==> config.mk <==
export PLATFORM = sky130hd
export DESIGN_NAME = pb_pair_tx
export DESIGN_NICKNAME = d
export VERILOG_FILES = /design/src/rtl/pb_pair_tx_pkg.sv /design/src/rtl/pb_tick_timer.sv /design/src/rtl/pb_pair_sel.sv /design/src/rtl/pb_pair_tx.sv
export SDC_FILE = /design/constraint.sdc
export NUM_CORES = 1
export LEC_CHECK = 0
export ABC_AREA = 1
export BUFFER_PORTS_ARGS = -buffer_cell sky130_fd_sc_hd__buf_2
export CAP_MARGIN = 40
export CORE_ASPECT_RATIO = 1.5
export CORE_UTILIZATION = 44
export CTS_CLUSTER_SIZE = 20
export DETAILED_ROUTE_END_ITERATION = 12
export GPL_ROUTABILITY_DRIVEN = 0
export GPL_TIMING_DRIVEN = 0
export PLACE_DENSITY = 0.63
export SLEW_MARGIN = 20
export SYNTH_ARGS = -nofsm -noshare
export SYNTH_HDL_FRONTEND = slang
export SYNTH_HIERARCHICAL = 1
export SYNTH_SLANG_ARGS = --single-unit
==> constraint.sdc <==
create_clock -name clk_i -period 3.4 [get_ports clk_i]
set_input_delay 0.51 -clock clk_i [delete_from_list [all_inputs] [get_ports clk_i]]
set_output_delay 0.51 -clock clk_i [all_outputs]
set_load 0.03 [all_outputs]
==> src/rtl/pb_pair_tx_pkg.sv <==
package pb_pair_tx_pkg;
  typedef enum logic [2:0] {
    ST_IDLE, ST_REQ, ST_ACK, ST_SYNC, ST_LEAD, ST_SEND
  } tx_state_e;
endpackage

==> src/rtl/pb_tick_timer.sv <==
module pb_tick_timer #(
  parameter int unsigned CW = 5
) (
  input  logic          clk_i,
  input  logic          rst_ni,
  input  logic          tick_i,
  input  logic          load_i,
  input  logic [CW-1:0] load_val_i,
  output logic          expired_o
);
  logic [CW-1:0] cnt_q;

  always_ff @(posedge clk_i or negedge rst_ni) begin
    if (!rst_ni)                    cnt_q <= '0;
    else if (load_i)                cnt_q <= load_val_i;
    else if (tick_i && cnt_q != '0) cnt_q <= cnt_q - 1'b1;
  end

  assign expired_o = (cnt_q == '0);
endmodule

==> src/rtl/pb_pair_sel.sv <==
module pb_pair_sel (
  input  logic [7:0] byte_i,
  input  logic [1:0] idx_i,
  output logic       data_bit_o,
  output logic       clock_bit_o
);
  // pair order 1/3, 0/2, 5/7, 4/6: low bit index = {idx[1], 0, ~idx[0]}
  logic [2:0] lo_idx, hi_idx;
  assign lo_idx      = {idx_i[1], 1'b0, ~idx_i[0]};
  assign hi_idx      = {idx_i[1], 1'b1, ~idx_i[0]};
  assign data_bit_o  = byte_i[lo_idx];
  assign clock_bit_o = byte_i[hi_idx];
endmodule

==> src/rtl/pb_pair_tx.sv <==
module pb_pair_tx #(
  parameter int unsigned PAIR_TICKS = 8,
  parameter int unsigned GAP_TICKS  = 22,
  parameter int unsigned LEAD_TICKS = 8,
  parameter int unsigned SYNC_TICKS = 1
) (
  input  logic       clk_i,
  input  logic       rst_ni,
  input  logic       tick_i,
  input  logic [7:0] byte_i,
  input  logic       valid_i,
  output logic       ready_o,
  output logic       data_lo_o,
  output logic       clock_lo_o,
  input  logic       clock_sense_i
);
  import pb_pair_tx_pkg::*;

  localparam int unsigned MAX_T = (GAP_TICKS > PAIR_TICKS) ?
                                  ((GAP_TICKS > LEAD_TICKS) ? GAP_TICKS : LEAD_TICKS) :
                                  ((PAIR_TICKS > LEAD_TICKS) ? PAIR_TICKS : LEAD_TICKS);
  localparam int unsigned CW = $clog2(MAX_T + 1);
  localparam logic [CW-1:0] PAIR_LD = CW'(PAIR_TICKS - 1);
  localparam logic [CW-1:0] GAP_LD  = CW'(GAP_TICKS - 1);
  localparam logic [CW-1:0] LEAD_LD = CW'(LEAD_TICKS - 1);
  localparam logic [CW-1:0] SYNC_LD = CW'(SYNC_TICKS - 1);

  tx_state_e     state_q;
  logic [1:0]    idx_q, nxt_idx;
  logic [7:0]    byte_q, sel_byte;
  logic          expired, slot_due, byte_slot;
  logic          load;
  logic [CW-1:0] load_val;
  logic          pair_d, pair_c;

  pb_tick_timer #(.CW(CW)) u_timer (
    .clk_i      (clk_i),
    .rst_ni     (rst_ni),
    .tick_i     (tick_i),
    .load_i     (load),
    .load_val_i (load_val),
    .expired_o  (expired)
  );

  assign slot_due  = tick_i && expired &&
                     (state_q == ST_LEAD || state_q == ST_SEND);
  assign byte_slot = (state_q == ST_LEAD) || (idx_q == 2'd3);
  assign ready_o   = slot_due && byte_slot;
  assign nxt_idx   = byte_slot ? 2'd0 : idx_q + 2'd1;
  assign sel_byte  = byte_slot ? byte_i : byte_q;

  pb_pair_sel u_sel (
    .byte_i      (sel_byte),
    .idx_i       (nxt_idx),
    .data_bit_o  (pair_d),
    .clock_bit_o (pair_c)
  );

  always_comb begin
    load     = 1'b0;
    load_val = '0;
    if (tick_i) begin
      unique case (state_q)
        ST_ACK: if (clock_sense_i) begin
          load = 1'b1; load_val = SYNC_LD;
        end
        ST_SYNC: if (expired) begin
          load = 1'b1; load_val = LEAD_LD;
        end
        ST_LEAD, ST_SEND: if (expired && (!byte_slot || valid_i)) begin
          load     = 1'b1;
          load_val = (nxt_idx == 2'd3) ? GAP_LD : PAIR_LD;
        end
        default: ;
      endcase
    end
  end

  always_ff @(posedge clk_i or negedge rst_ni) begin
    if (!rst_ni) begin
      state_q    <= ST_IDLE;
      idx_q      <= '0;
      byte_q     <= '0;
      data_lo_o  <= 1'b0;
      clock_lo_o <= 1'b0;
    end else if (tick_i) begin
      unique case (state_q)
        ST_IDLE: if (valid_i) begin
          state_q   <= ST_REQ;
          data_lo_o <= 1'b1;
        end
        ST_REQ: if (!clock_sense_i) begin
          state_q   <= ST_ACK;
          data_lo_o <= 1'b0;
        end
        ST_ACK: if (clock_sense_i) begin
          state_q    <= ST_SYNC;
          data_lo_o  <= 1'b1;
          clock_lo_o <= 1'b1;
        end
        ST_SYNC: if (expired) begin
          state_q    <= ST_LEAD;
          data_lo_o  <= 1'b0;
          clock_lo_o <= 1'b0;
        end
        ST_LEAD, ST_SEND: if (expired) begin
          if (byte_slot && !valid_i) begin
            state_q    <= ST_IDLE;
            data_lo_o  <= 1'b0;
            clock_lo_o <= 1'b0;
          end else begin
            state_q    <= ST_SEND;
            idx_q      <= nxt_idx;
            if (byte_slot) byte_q <= byte_i;
            data_lo_o  <= ~pair_d;
            clock_lo_o <= ~pair_c;
          end
        end
        default: state_q <= ST_IDLE;
      endcase
    end
  end
endmodule

After elaboration in Yosys (flattened, before gate mapping)
Cells that the tools add are included.
{"block": "op_classes", "addsub": 2, "order_cmp": 2, "eq_ne": 12, "muxes": 35, "bitwise_logic": 4, "reduce_logical": 22}
{"operator": "two-way mux 5 bit", "count": 5}
{"operator": "two-way mux 3 bit", "count": 7}
{"operator": "case mux 3 bit (5 select lines)", "count": 1}
{"operator": "two-way mux 1 bit", "count": 14}
{"operator": "!= test 2 bit (second input constant)", "count": 5}
{"operator": "case mux 5 bit (2 select lines)", "count": 1}
{"operator": "nonzero test 5 bit", "count": 2}
{"operator": "< comparator 3 x 4 -> 1 bit (second input constant)", "count": 2}
{"operator": "two-way mux 8 bit", "count": 1}
{"operator": "AND reduction 7 bit", "count": 1}
{"operator": "equality test 3 x 2 -> 1 bit (second input constant)", "count": 2}
{"operator": "equality test 3 bit (second input constant)", "count": 2}
{"operator": "logical AND 1 bit", "count": 6}
{"operator": "case mux 1 bit (3 select lines)", "count": 2}
{"operator": "AND reduction 6 bit", "count": 1}
{"operator": "zero test 5 bit", "count": 1}
{"operator": "case mux 1 bit (5 select lines)", "count": 1}
{"operator": "AND reduction 5 bit", "count": 1}
{"operator": "subtractor 5 x 1 -> 5 bit (second input constant)", "count": 1}
{"operator": "binary-select mux 1 bit (select 2 bit)", "count": 2}
{"operator": "equality test 2 bit (second input constant)", "count": 2}
{"operator": "inverter 1 bit", "count": 4}
{"operator": "AND reduction 4 bit", "count": 1}
{"operator": "equality test 3 x 1 -> 1 bit (second input constant)", "count": 1}
{"operator": "8 further kinds", "count": 11}
{"block": "word_totals", "ff_bits": 20, "in_bits": 13, "output_inout_bits": 3}

Depth between registers and ports, before layout
{"block": "logic_depth", "depth_word": 10, "mapped_depth": 16}

Hierarchy
Netlist, hierarchy kept.
{"module": "pb_pair_tx", "instances": 1, "cells_per_inst": 153, "area_per_inst_um2": 1056.0, "seq_area_each_um2": 375.4}
{"module": "pb_tick_timer", "instances": 1, "cells_per_inst": 46, "area_per_inst_um2": 335.3, "seq_area_each_um2": 125.1}
{"module": "pb_pair_sel", "instances": 1, "cells_per_inst": 24, "area_per_inst_um2": 95.1, "seq_area_each_um2": 0.0}

Worst setup path before layout
Ideal clock, no wire load.
{"block": "synth_path", "path_kind": "flip-flop to output port", "from": "register u_timer.cnt_q[0]", "to": "output port ready_o", "t_arrival_ns": 1.904, "t_required_ns": 2.890, "slack_ns": 0.986, "stages_incl_launch_ff": 7, "path_buffers": 0, "cell_sequence": "dfrtp_1 -> inv_1 -> ha_1 -> nand3b_2 -> inv_1 -> nand2_1 -> a211oi_1"}
{"block": "synth_between", "elab_chain_cells": 4}
{"item": "from (decl)", "line": "pb_tick_timer.sv:11", "rtl": "logic [CW-1:0] cnt_q;"}
{"item": "from (signal assigned)", "line": "pb_tick_timer.sv:15", "rtl": "else if (load_i) cnt_q <= load_val_i;"}
{"item": "from (signal assigned)", "line": "pb_tick_timer.sv:16", "rtl": "else if (tick_i && cnt_q != '0) cnt_q <= cnt_q - 1'b1;"}
{"item": "zero test 5 bit", "line": "pb_tick_timer.sv:19", "rtl": "assign expired_o = (cnt_q == '0);"}
{"item": "via expired", "line": "pb_pair_tx.sv:31", "rtl": "logic expired, slot_due, byte_slot;"}
{"item": "logical AND 1 bit (2 in a row)", "line": "pb_pair_tx.sv:45", "rtl": "assign slot_due = tick_i && expired &&"}
{"item": "logical AND 1 bit", "line": "pb_pair_tx.sv:48", "rtl": "assign ready_o = slot_due && byte_slot;"}
{"item": "to (decl)", "line": "pb_pair_tx.sv:12", "rtl": "output logic ready_o,"}
The timed path passes the listed nets, and every way through them passes these cells.

Final worst setup path
Ends and elaborated chain as after synthesis.

==> run summary <==
DIE AREA -> 3620 sq um
Slowest-stage cell, CP -> dfrtp_1
Post-Syn Instances -> 223
Fillers -> 369
Worst path max stage delay -> 370 ps
period utilization -> 73.1%
post-CTS setup buffer count -> 0
Residual DRC -> 0
port bufs -> 15
compound-gate portion of the synthesized area -> 11.4%
CTS tree -> done
RSZ-0062 raised after global routing -> no
Cell variety after synth -> 27
overall routing resource usage -> 20.1%
WP data arrival -> 1980 ps
CP most frequent cell -> inv_1
Num CTS Buffers -> 3
family with the most delay on the worst path -> buffers and inverters
crit path capture type -> output port
IO Count -> 16
post-synthesis sequential area ratio -> 33.7%
startpoint types -> register
largest family of logic cells by synthesized area -> simple AND/OR/NAND/NOR gates
crit-path cells -> inv_1, ha_1, nand3b_2, inv_1, nand2_1, a211oi_1, buf_2
reg-to-reg slack, setup -> 1350 ps
Post-Synth Simple-Gate Area -> 40.6%
global-route wire length before repair -> 5.62 mm
Core Region -> 3190 sq um
Final HPWL DP -> 2.26 mm
Syn Nets -> 238
max_cap viols -> 0
worst reg2reg startpoint -> idx_q[0]
Peak VDD IR -> 0.398 mV
synth top area cells -> dfrtp_1, nand2_1, inv_1
commonest cells after routing, fill and taps aside -> nand2_1, inv_1, o21ai_0, nand3_1, dfrtp_1
CTS Sinks -> 20
worst skew pair latency -> 260 ps
pwr dens -> 858 nW/um^2
Site Rows -> 25
P_leak -> 0.948 nW
DP Cell Count -> 278
mux cell area share after synthesis -> 0%
Final Hold Viols -> 0
Die Span X -> 49.5 um
layout cells sized above 1 -> 16.6%
grt ovf -> 0
hold crit path type -> primary input to async pin
antenna diode count -> 0
clk_skew -> 1.27 ps
Setup violations, final -> 0
CP Class -> register to output port
Syn-to-layout area delta -> 11.2%
Synth Cell Area -> 1490 sq um
Post-Synth Adder-Cell Area -> 1.68%
CTS clk-pin slew, worst paths -> 70 ps
WL per Instance -> 10.6 um
Synth top area share -> 33.7%
CP Launch Point -> u_timer/cnt_q[0]
crit-path max FO -> 5
post-synthesis xor/xnor area fraction -> 0%
fin. max-slew vios -> 0
vias in the first global route -> 1340
fin cells -> 281
CTS Root Cell -> clkbuf_8
WP buf/inv -> 3
remaining antenna violation count -> 0
Die Y -> 73.2 um
Yosys reg bits -> 20
initial core utilization -> 46.6%
syn_area_per_cell -> 6.67 sq um
Synth area leader -> dfrtp_1
drt first-iter violations -> 16
Post-Route Setup TNS -> 0 ps
crit path time final -> 2490 ps
post_cts resized -> 0
H-tree depth -> 1
outcome -> finished, final reports clean
NumNets Final -> 258
DR vias/cell -> 4.79
final WL -> 2.97 mm
largest net degree at the start of global routing -> 21
Yosys warning total -> 6
Initial DRT Pass Iterations -> 5
most common cell after layout, fill and taps aside -> nand2_1
Longest Clk Path Bufs -> 2
via count -> 1347
hold buffer count at cts -> 0
initial antenna violation count -> 0
maximum clock rate -> 402 MHz
Critical Path RT -> 2890 ps
==> layout make-up <==
class	count	area (sq um)	share of cell area, %
plain buffers	3	27.5	1.67
clock buffers	3	41.3	2.50
inverters	42	158	9.54
multi-input cells	158	801	48.4
flip-flops and latches	20	500	30.3
well taps	40	50.0	3.03
repair buffers	15	75.1	4.54
==> final timing paths <==
path,endpoint,cells past startpoint
hold / removal,u_timer/cnt_q[3],1
setup reg to reg,clock_lo_o,13
setup / recovery,ready_o,7
hold reg to reg,data_lo_o,2
min in group clk_i,data_lo_o,2
max in group asynchronous,clock_lo_o,1
==> power by group <==
part           total (W)  internal, W  switching [W]
combinational   0.000851     0.000296       0.000555
sequential      0.000408     0.000344      0.0000635
clock           0.000159    0.0000791      0.0000801
==> metal layers <==
layer  part of all wire, %  GRT usage [%]  up-vias
met3                   1.8           2.50        5
met4                   1.9           9.21        0
met2                    52           36.8       18
li1                      -              -      724
met1                    44           22.9      600
met5                     0              0        -
==> cell families (layout without fill, tap and decap cells) <==
logic type,Yosys count,in the layout
AND/OR/NAND/NOR,124,124
other,1,1
flip-flops,20,20
buffers and inverters,45,63
adder cells (fa/ha/maj),2,2
AO/OA/AOI/OAI,31,31
==> Yosys cell counts (all sizes together) <==
cell type / count
a211oi: 1
nor3: 1
dfrtp: 20
buf: 3
inv: 42
nand4: 1
o21ai: 29
nand3b: 2
nor2: 19
nand3: 21
a21oi: 1
ha: 2
nand2: 80
conb: 1
==> flip-flops by register name, indices dropped and copies added, names as in the netlist <==
signal         flops
byte_q             8
clock_lo_o         1
data_lo_o          1
idx_q              2
state_q            3
u_timer/cnt_q      5
==> stage by stage <==
stage          power [W]  instance area [sq um]  util [%]  setup slack [ps]  hold WS [ps]
2_1_floorplan    0.00110                   1490         -               986           214
3_3_place_gp     0.00127                   1610      50.5              1160           461
3_5_place_dp     0.00127                   1610      50.5              1180           459
4_1_cts          0.00143                   1650      51.8               875           221
5_1_grt          0.00161                   1650      51.8               676           251
6_report         0.00142                   1650      51.8               914           204
(Power assumes the default switching activity.)
